## src/rtl/smv_pkg.sv

```systemverilog
package smv_pkg;

   typedef enum logic [2:0] {
      ST_IDLE,
      ST_READ,
      ST_WRITE,
      ST_UPDATE,
      ST_DONE
   } smv_state_e;

   typedef struct packed {
      logic word;
      logic dir_down;
      logic rep;
   } smv_cfg_t;

   localparam int unsigned SMV_ROLES = 2;
   localparam int unsigned SMV_SRC   = 0;
   localparam int unsigned SMV_DST   = 1;

endpackage

```

## src/rtl/smv_ptr_step.sv

```systemverilog
module smv_ptr_step #(
   parameter int OFF_W = 16
) (
   input  logic             clk,
   input  logic             rst_n,
   input  logic             load,
   input  logic [OFF_W-1:0] init,
   input  logic             step_en,
   input  logic             dir_down,
   input  logic             word,
   output logic [OFF_W-1:0] ptr
);

   logic [OFF_W-1:0] stride;

   always_comb stride = word ? OFF_W'(2) : OFF_W'(1);

   always_ff @(posedge clk or negedge rst_n) begin
      if (!rst_n)
         ptr <= '0;
      else if (load)
         ptr <= init;
      else if (step_en)
         ptr <= dir_down ? (ptr - stride) : (ptr + stride);
   end

endmodule

```

## src/rtl/smv_addr_gen.sv

```systemverilog
module smv_addr_gen #(
   parameter int OFF_W     = 16,
   parameter int SEG_SHIFT = 4,
   localparam int ADDR_W   = OFF_W + SEG_SHIFT
) (
   input  logic [OFF_W-1:0]  seg,
   input  logic [OFF_W-1:0]  off,
   output logic [ADDR_W-1:0] addr
);

   logic [ADDR_W-1:0] base;
   logic [ADDR_W-1:0] disp;

   always_comb begin
      base = {seg, {SEG_SHIFT{1'b0}}};
      disp = {{SEG_SHIFT{1'b0}}, off};
      addr = base + disp;
   end

endmodule

```

## src/rtl/smv_count.sv

```systemverilog
module smv_count #(
   parameter int CNT_W = 16
) (
   input  logic             clk,
   input  logic             rst_n,
   input  logic             load,
   input  logic [CNT_W-1:0] init,
   input  logic             dec,
   output logic [CNT_W-1:0] cnt,
   output logic             last
);

   always_ff @(posedge clk or negedge rst_n) begin
      if (!rst_n)
         cnt <= '0;
      else if (load)
         cnt <= init;
      else if (dec)
         cnt <= cnt - CNT_W'(1);
   end

   always_comb last = (cnt == CNT_W'(1));

endmodule

```

## src/rtl/smv_ctrl.sv

```systemverilog
module smv_ctrl
   import smv_pkg::*;
(
   input  logic       clk,
   input  logic       rst_n,
   input  logic       start,
   input  logic       start_empty,
   input  logic       rep,
   input  logic       cnt_last,
   input  logic       rd_ready,
   input  logic       wr_ready,
   output smv_state_e state,
   output logic       load,
   output logic       capture,
   output logic       step,
   output logic       dec,
   output logic       rd_valid,
   output logic       wr_valid,
   output logic       busy,
   output logic       done
);

   smv_state_e nxt;

   always_comb begin
      nxt     = state;
      load    = 1'b0;
      capture = 1'b0;
      step    = 1'b0;
      dec     = 1'b0;
      unique case (state)
         ST_IDLE: begin
            if (start) begin
               load = 1'b1;
               nxt  = start_empty ? ST_DONE : ST_READ;
            end
         end
         ST_READ: begin
            if (rd_ready) begin
               capture = 1'b1;
               nxt     = ST_WRITE;
            end
         end
         ST_WRITE: begin
            if (wr_ready) nxt = ST_UPDATE;
         end
         ST_UPDATE: begin
            step = 1'b1;
            if (rep) begin
               dec = 1'b1;
               nxt = cnt_last ? ST_DONE : ST_READ;
            end else begin
               nxt = ST_DONE;
            end
         end
         ST_DONE: nxt = ST_IDLE;
         default: nxt = ST_IDLE;
      endcase
   end

   always_ff @(posedge clk or negedge rst_n) begin
      if (!rst_n) state <= ST_IDLE;
      else        state <= nxt;
   end

   always_comb begin
      rd_valid = (state == ST_READ);
      wr_valid = (state == ST_WRITE);
      busy     = (state != ST_IDLE);
      done     = (state == ST_DONE);
   end


   rw_exclusive_chk: assert property (@(posedge clk) disable iff (!rst_n)
      !(rd_valid && wr_valid));


   done_pulse_chk: assert property (@(posedge clk) disable iff (!rst_n)
      done |=> !done);

endmodule

```

## src/rtl/strmove_engine.sv

```systemverilog
module strmove_engine
   import smv_pkg::*;
#(
   parameter int OFF_W     = 16,
   parameter int SEG_SHIFT = 4,
   parameter int CNT_W     = 16,
   parameter int DATA_W    = 16
) (
   input  logic                     clk,
   input  logic                     rst_n,
   input  logic                     start,
   input  logic                     word_mode,
   input  logic                     dir_down,
   input  logic                     repeat_en,
   input  logic [OFF_W-1:0]         data_seg,
   input  logic [OFF_W-1:0]         src_off,
   input  logic [OFF_W-1:0]         extra_seg,
   input  logic [OFF_W-1:0]         dst_off,
   input  logic [CNT_W-1:0]         count_in,
   output logic                     busy,
   output logic                     done,
   output logic [OFF_W-1:0]         src_ptr,
   output logic [OFF_W-1:0]         dst_ptr,
   output logic [CNT_W-1:0]         count_left,
   output logic                     rd_valid,
   input  logic                     rd_ready,
   output logic [OFF_W+SEG_SHIFT-1:0] rd_addr,
   output logic                     rd_word,
   input  logic [DATA_W-1:0]        rd_data,
   output logic                     wr_valid,
   input  logic                     wr_ready,
   output logic [OFF_W+SEG_SHIFT-1:0] wr_addr,
   output logic                     wr_word,
   output logic [DATA_W-1:0]        wr_data
);

   localparam int ADDR_W = OFF_W + SEG_SHIFT;
   localparam int BYTE_W = DATA_W / 2;

   if (DATA_W != 16) begin : g_bad_data
      $error("strmove_engine: DATA_W must be 16");
   end
   if (OFF_W < 2) begin : g_bad_off
      $error("strmove_engine: OFF_W too small for a word stride");
   end
   if (CNT_W < 1) begin : g_bad_cnt
      $error("strmove_engine: CNT_W must be positive");
   end

   smv_state_e             state;
   smv_cfg_t               cfg_q;
   logic                   load, capture, step, dec, cnt_last, start_empty;
   logic [OFF_W-1:0]       seg_q  [SMV_ROLES];
   logic [OFF_W-1:0]       ptr_in [SMV_ROLES];
   logic [OFF_W-1:0]       seg_in [SMV_ROLES];
   logic [OFF_W-1:0]       ptr    [SMV_ROLES];
   logic [ADDR_W-1:0]      addr   [SMV_ROLES];
   logic [DATA_W-1:0]      buf_q;

   always_comb begin
      ptr_in[SMV_SRC] = src_off;
      ptr_in[SMV_DST] = dst_off;
      seg_in[SMV_SRC] = data_seg;
      seg_in[SMV_DST] = extra_seg;
      start_empty     = repeat_en && (count_in == '0);
   end

   always_ff @(posedge clk or negedge rst_n) begin
      if (!rst_n)
         cfg_q <= '0;
      else if (load)
         cfg_q <= '{word: word_mode, dir_down: dir_down, rep: repeat_en};
   end

   for (genvar r = 0; r < SMV_ROLES; r++) begin : g_role
      always_ff @(posedge clk or negedge rst_n) begin
         if (!rst_n)    seg_q[r] <= '0;
         else if (load) seg_q[r] <= seg_in[r];
      end

      smv_ptr_step #(.OFF_W(OFF_W)) i_ptr (
         .clk      (clk),
         .rst_n    (rst_n),
         .load     (load),
         .init     (ptr_in[r]),
         .step_en  (step),
         .dir_down (cfg_q.dir_down),
         .word     (cfg_q.word),
         .ptr      (ptr[r])
      );

      smv_addr_gen #(.OFF_W(OFF_W), .SEG_SHIFT(SEG_SHIFT)) i_addr (
         .seg  (seg_q[r]),
         .off  (ptr[r]),
         .addr (addr[r])
      );
   end

   smv_count #(.CNT_W(CNT_W)) i_count (
      .clk   (clk),
      .rst_n (rst_n),
      .load  (load),
      .init  (count_in),
      .dec   (dec),
      .cnt   (count_left),
      .last  (cnt_last)
   );

   smv_ctrl i_ctrl (
      .clk         (clk),
      .rst_n       (rst_n),
      .start       (start),
      .start_empty (start_empty),
      .rep         (cfg_q.rep),
      .cnt_last    (cnt_last),
      .rd_ready    (rd_ready),
      .wr_ready    (wr_ready),
      .state       (state),
      .load        (load),
      .capture     (capture),
      .step        (step),
      .dec         (dec),
      .rd_valid    (rd_valid),
      .wr_valid    (wr_valid),
      .busy        (busy),
      .done        (done)
   );

   always_ff @(posedge clk or negedge rst_n) begin
      if (!rst_n)
         buf_q <= '0;
      else if (capture)
         buf_q <= cfg_q.word ? rd_data : {{(DATA_W-BYTE_W){1'b0}}, rd_data[BYTE_W-1:0]};
   end

   always_comb begin
      src_ptr = ptr[SMV_SRC];
      dst_ptr = ptr[SMV_DST];
      rd_addr = addr[SMV_SRC];
      wr_addr = addr[SMV_DST];
      rd_word = cfg_q.word;
      wr_word = cfg_q.word;
      wr_data = buf_q;
   end


   rd_hold_chk: assert property (@(posedge clk) disable iff (!rst_n)
      rd_valid && !rd_ready |=> rd_valid && $stable(rd_addr));


   wr_hold_chk: assert property (@(posedge clk) disable iff (!rst_n)
      wr_valid && !wr_ready |=> wr_valid && $stable(wr_addr) && $stable(wr_data));


   byte_upper_zero_chk: assert property (@(posedge clk) disable iff (!rst_n)
      wr_valid && !wr_word |-> wr_data[DATA_W-1:BYTE_W] == '0);


   count_step_chk: assert property (@(posedge clk) disable iff (!rst_n)
      wr_valid && wr_ready && cfg_q.rep |=> ##1 (count_left == $past(count_left, 2) - CNT_W'(1)));


   empty_start_chk: assert property (@(posedge clk) disable iff (!rst_n)
      !busy && start && repeat_en && count_in == '0 |=> done && !rd_valid && !wr_valid);


   single_keeps_count_chk: assert property (@(posedge clk) disable iff (!rst_n)
      busy && !done && !cfg_q.rep |=> $stable(count_left));

endmodule

```

## config.mk

```make
export PLATFORM = sky130hd
export DESIGN_NAME = strmove_engine
export DESIGN_NICKNAME = d
export VERILOG_FILES = /design/src/rtl/smv_pkg.sv /design/src/rtl/smv_ptr_step.sv /design/src/rtl/smv_addr_gen.sv /design/src/rtl/smv_count.sv /design/src/rtl/smv_ctrl.sv /design/src/rtl/strmove_engine.sv
export SDC_FILE = /design/constraint.sdc
export NUM_CORES = 1
export LEC_CHECK = 0
export ABC_AREA = 1
export BUFFER_PORTS_ARGS = -buffer_cell sky130_fd_sc_hd__buf_4
export CAP_MARGIN = 0
export CORE_ASPECT_RATIO = 0.5
export CORE_MARGIN = 4
export CORE_UTILIZATION = 35
export CTS_CLUSTER_SIZE = 10
export DETAILED_ROUTE_END_ITERATION = 7
export PLACE_DENSITY = 0.54
export SYNTH_ARGS = -nofsm -noshare
export SYNTH_HDL_FRONTEND = slang
export SYNTH_SLANG_ARGS = --single-unit
```

## constraint.sdc

```tcl
create_clock -name clk -period 3.1 [get_ports clk]
set_input_delay 0.465 -clock clk [delete_from_list [all_inputs] [get_ports clk]]
set_output_delay 0.465 -clock clk [all_outputs]
set_load 0.01 [all_outputs]
```

# After elaboration in Yosys (flattened, before gate mapping)
# Index checks and enable logic that the tools add are counted.
word_totals:
  reg_bits: 102
  inputBits: 104
  out_inout_bits: 110
  word_cells: 56
classes:
  addsub: 7
  eq_ne: 8
  n_mux: 24
  n_reduce_logical: 7
ops:
  columns: ["op", "count"]
  rows:
  - ["$mux W16", 9]
  - ["$add A20 B16 Y20", 2]
  - ["$add A16 B16 Y16", 2]
  - ["$sub A16 B16 Y16", 2]
  - ["$mux W3", 6]
  - ["$eq A16 B1 Y1 const B", 1]
  - ["$logic_not A16 Y1", 1]
  - ["$sub A16 B1 Y16 const B", 1]
  - ["$pmux W3 S4", 1]
  - ["$mux W1", 7]
  - ["$eq A3 B2 Y1 const B", 2]
  - ["$ne A2 B1 Y1 const B", 2]
  - ["$reduce_bool A2 Y1", 2]
  - ["$eq A3 B1 Y1 const B", 1]
  - ["$eq A3 B3 Y1 const B", 1]
  - ["$logic_not A3 Y1", 1]
  - ["$reduce_and A3 Y1", 1]
  - ["$reduce_bool A3 Y1", 1]
  - ["$mux W2", 1]
  - ["$ne A2 B2 Y1 const B", 1]
  - ["$logic_and A1 B1 Y1", 1]

# Depth between registers and ports, before layout
logic_depth:
  depth_word: 5
  depth_mapped: 17
  mapped_depth_nobuf: 16

# Hierarchy
# A second synthesis with hierarchy kept.
hier_totals:
  cells_unflattened: 1200
  hier_area_um2: 8549.4
modules_own_cells:
  columns: ["mod", "n_inst", "cells_each", "area_each_um2", "seq_area_each_um2"]
  rows:
  - ["smv_ptr_step", 2, 259, 1626.6, 400.4]
  - ["strmove_engine", 1, 141, 2165.8, 1276.2]
  - ["smv_addr_gen", 2, 168, 862.1, 0.0]
  - ["smv_count", 1, 163, 1139.8, 400.4]
  - ["smv_ctrl", 1, 42, 266.5, 75.1]

# Worst setup path before layout
# Ideal clock, no wire load.
synth_path:
  kind: "reg-to-output"
  from: "register g_role[1].i_ptr.ptr[4]"
  to: "output wr_addr[14]"
  arrival_time_ns: 1.955
  required_time_ns: 2.635
  slack_ns: 0.680
  path_stages_with_launch: 9
  n_path_buf: 0
  cell_sequence: "dfrtp_1 ha_1 fa_1 nand3_1 nand2_1 a21boi_0 o21ai_0 a21oi_1 xnor2_1"
synth_between:
  elab_chain_len: 1
synth_lines:
  columns: ["item", "line_no", "source"]
  rows:
  - ["from (decl)", "smv_ptr_step.sv:11", "output logic [OFF_W-1:0] ptr"]
  - ["from (signal assigned)", "smv_ptr_step.sv:22", "ptr <= init;"]
  - ["from (signal assigned)", "smv_ptr_step.sv:24", "ptr <= dir_down ? (ptr - stride) : (ptr + stride);"]
  - ["$add A20 B16 Y20", "smv_addr_gen.sv:17", "addr = base + disp;"]
  - ["to (decl)", "strmove_engine.sv:32", "output logic [OFF_W+SEG_SHIFT-1:0] wr_addr,"]
# Every way passes these cells.

# Worst setup path in the final report
# Ends and elaborated chain as after synthesis.

==> flow_summary.toml <==
[floorplanning]
design.core.area_um2 = 21630
io_pins = 214
die_w_um = 217.6
initial_utilization = 0.3554
num_rows = 38
die_h_um = 112.8
die_area_um2 = 24550

[min_path]
hold_path_class = "in -> async"

[global_route]
grt_pass1_wl_um = 38410
grt.overflow.total = 0
grt_max_degree = 59
first_global_vias = 7576
grt_usage = 0.1922
antenna_found_initial = 0

[route]
postRouteAntennaNets = 0
routedWlPerCell_um = 14.77
via_per_inst = 4.802
via_count = 7697
drt-total-wl_um = 23680
drt-initial-drc-count = 440
firstDrtPassIters = 5
drc = 0

[clock_network]
clock-root-buffer = "clkbuf_16"
post_cts_buffers = 0
cts_buffers = 9
cts_sinks = 102
worstSkewPairLatency_ps = 370
clockBufferDepth = 2
htreeDepth = 3
cts_tree = "yes"
ctsHoldBuffers = 0
clk_pin_slew_ps = 80

[sta]
min_period_ps = 2919
tightest_slew_ps = 935.8
skew_ps = 11.51
relSlewSlack = 0.3754
fmax_mhz = 342.5
post-route-period-util = 0.9418
setup_violations = 0
maxSlewViolCount = 0
finalSetupTns_ps = 0
finalHoldViolations = 0
rsz0062_at_grt = "false"

[worst_setup_path]
cp.required_ps = 2630
r2r-end = "g_role[0].i_ptr.ptr[14]$_DFFE_PN0P_"
crit_arrival_ps = 2450
endpoint_kind = "output pin"
crit_start = "g_role[1].i_ptr.ptr[4]$_DFFE_PN0P_"
ff2ff_path_depth = 13
path_class = "reg -> out"
reg2reg_setup_slack_ps = 850
start_kind = "flip-flop"
crit-reg2reg-launch = "rd_word$_DFFE_PN0P_"
crit_path_end = "wr_addr[14]"
cp_max_fo = 4

[final_layout]
seqCellArea_um2 = 2552
diodes = 0
area_growth_syn_to_layout_pct = 28.45
fin_util = 0.4565
multi_input_area_um2 = 4453
nFillCells = 2255
drive_above_1_share = 0.1980
nets = 1460

[synthesis]
yosysWarnings = 0
synth_fp_nets = 1263
synth.cell_area_um2 = 7689
synthFlopType = "dfrtp_1"
synth_area_leader_cell = "dfrtp_1"
synthCells = 1101
ys_ff_latch = 102
yosysSeqAreaShare = 0.3320
avgSynthCellArea_um2 = 6.983
synth_cell_types = 41
synth_most_common_cell = "nand2_1"
synth_commonest_cells = "nand2_1, inv_1, dfrtp_1"
netlist.area_leader.share = 0.3320
yosys-top-cells-area = "dfrtp_1, nand2_1, ha_1"
async_reset_ff_frac = 1.000
synth_edf_count = 0

[power_and_ir_drop]
leakage_uw = 0.005496
p_per_area_nw_per_um2 = 1334
pwr-share-comb = 0.696
internal_power_uw = 6621
clkPwrFrac = 0.104
ir_worst_vdd_mv = 0.4642
p_sw_frac = 0.4973
p_switching_uw = 6550
pwr-share-seq = 0.200

[place]
io_buffers = 213
dp_hpwl_um = 18160
finalWeightedCongestion = 0.8978

[run]
maxCapViolCount = 0

[status]
status = "completed"
cells in the final DEF (no fill, tap or decap), types with 2 or more instances in the layout:
master,n
a21boi_0,2
a21boi_2,2
a21o_1,13
a21oi_1,50
buf_12,3
buf_4,220
bufinv_16,3
clkbuf_16,9
dfrtp_1,102
fa_1,2
ha_1,56
inv_1,109
inv_2,6
inv_6,2
nand2_1,384
nand2_4,2
nand3_1,79
nand3_2,2
nand4_1,10
nor2_1,74
nor2_2,2
nor3_1,11
nor4_1,5
o211ai_1,7
o21a_1,2
o21ai_0,65
o21ai_1,13
o21bai_1,5
o21bai_2,2
o221ai_1,3
o22ai_1,8
xnor2_1,10
xor2_1,29
power groups by stage:
stage	clock network [uW]	logic, uW	registers (uW)
after global placement	0	9140	2630
after floorplan	0	5970	2680
final	1370	9170	2630
after detailed placement	0	9210	2660
after global routing	1470	10400	2750
after CTS	1420	9240	2640
registers in the layout (all words and copies together) (netlist names):
| name | flops |
|---|---|
| g_role.i_ptr.ptr | 32 |
| seg_q | 32 |
| i_count.cnt | 16 |
| wr_data | 16 |
| i_ctrl.state | 3 |
| cfg_q | 2 |
| rd_word | 1 |
worst min-delay path by stage:
stage                                        end  slack [ps]              startpoint
after floorplan             cfg_q[0]$_DFFE_PN0P_         170                   rst_n
after global placement    wr_data[6]$_DFFE_PN0P_         460  wr_data[6]$_DFFE_PN0P_
after detailed placement  wr_data[6]$_DFFE_PN0P_         460  wr_data[6]$_DFFE_PN0P_
after CTS                 wr_data[2]$_DFFE_PN0P_         210                   rst_n
after global routing      wr_data[2]$_DFFE_PN0P_         240                   rst_n
final                     wr_data[2]$_DFFE_PN0P_         180                   rst_n
worst max-delay path: stages (launching register included):
cell and delay (ps):
dfrtp_1 430, ha_1 250, fa_1 400, nand3_1 100, nand2_1 120, a21boi_2 190
o21ai_1 110, a21oi_1 200, xnor2_1 140, buf_4 140
cell type report:
type / count / share of cell area
Tap cell: 300 / 0.03801
Timing Repair Buffer: 223 / 0.1733
Clock buffer: 10 / 0.02319
Clock inverter: 6 / 0.01178
Sequential cell: 102 / 0.2585
Inverter: 116 / 0.04434
Multi-Input combinational cell: 846 / 0.4509
kinds of logic (layout without fill, tap and decap cells):
logic type | after synthesis | after routing | synth area share
mux | 1 | 1 | 0.001302
simple gates | 573 | 573 | 0.3063
flops | 102 | 102 | 0.3320
compound gates | 175 | 175 | 0.1299
buf+inv | 153 | 355 | 0.08983
xor+xnor | 39 | 39 | 0.04443
fa+ha+maj | 58 | 58 | 0.09634
stage by stage:
| step | total power (uW) | instance area (um^2) | std cells | setup WS [ps] | hold slack, ps |
|---|---|---|---|---|---|
| 2_1_floorplan | 8651 | 7689 | 1101 | 679.9 | 169.4 |
| 3_3_place_gp | 11770 | 9523 | 1587 | 454.9 | 459.9 |
| 3_5_place_dp | 11870 | 9523 | 1587 | 404.7 | 464.1 |
| 4_1_cts | 13300 | 9868 | 1603 | 26.85 | 212.2 |
| 5_1_grt | 14590 | 9876 | 1603 | 0.08082 | 238.6 |
| 6_report | 13170 | 9876 | 1603 | 180.5 | 181.1 |
per-layer routing:
metal  up-vias  global-route usage  routed length (um)
met5         -                   0                   0
met4         0             0.04699                 291
met3        17             0.03595                 920
met2       126              0.3249               11310
met1      3579              0.2565               11160
li1       3975                   -                   -
repair_timing:
action                     CTS  global route
gates resized for setup      1             5
gates cloned                 0             0
pin swaps                    0             1
setup endpoints to repair    1             4
Power figures use the tool's default switching activity.
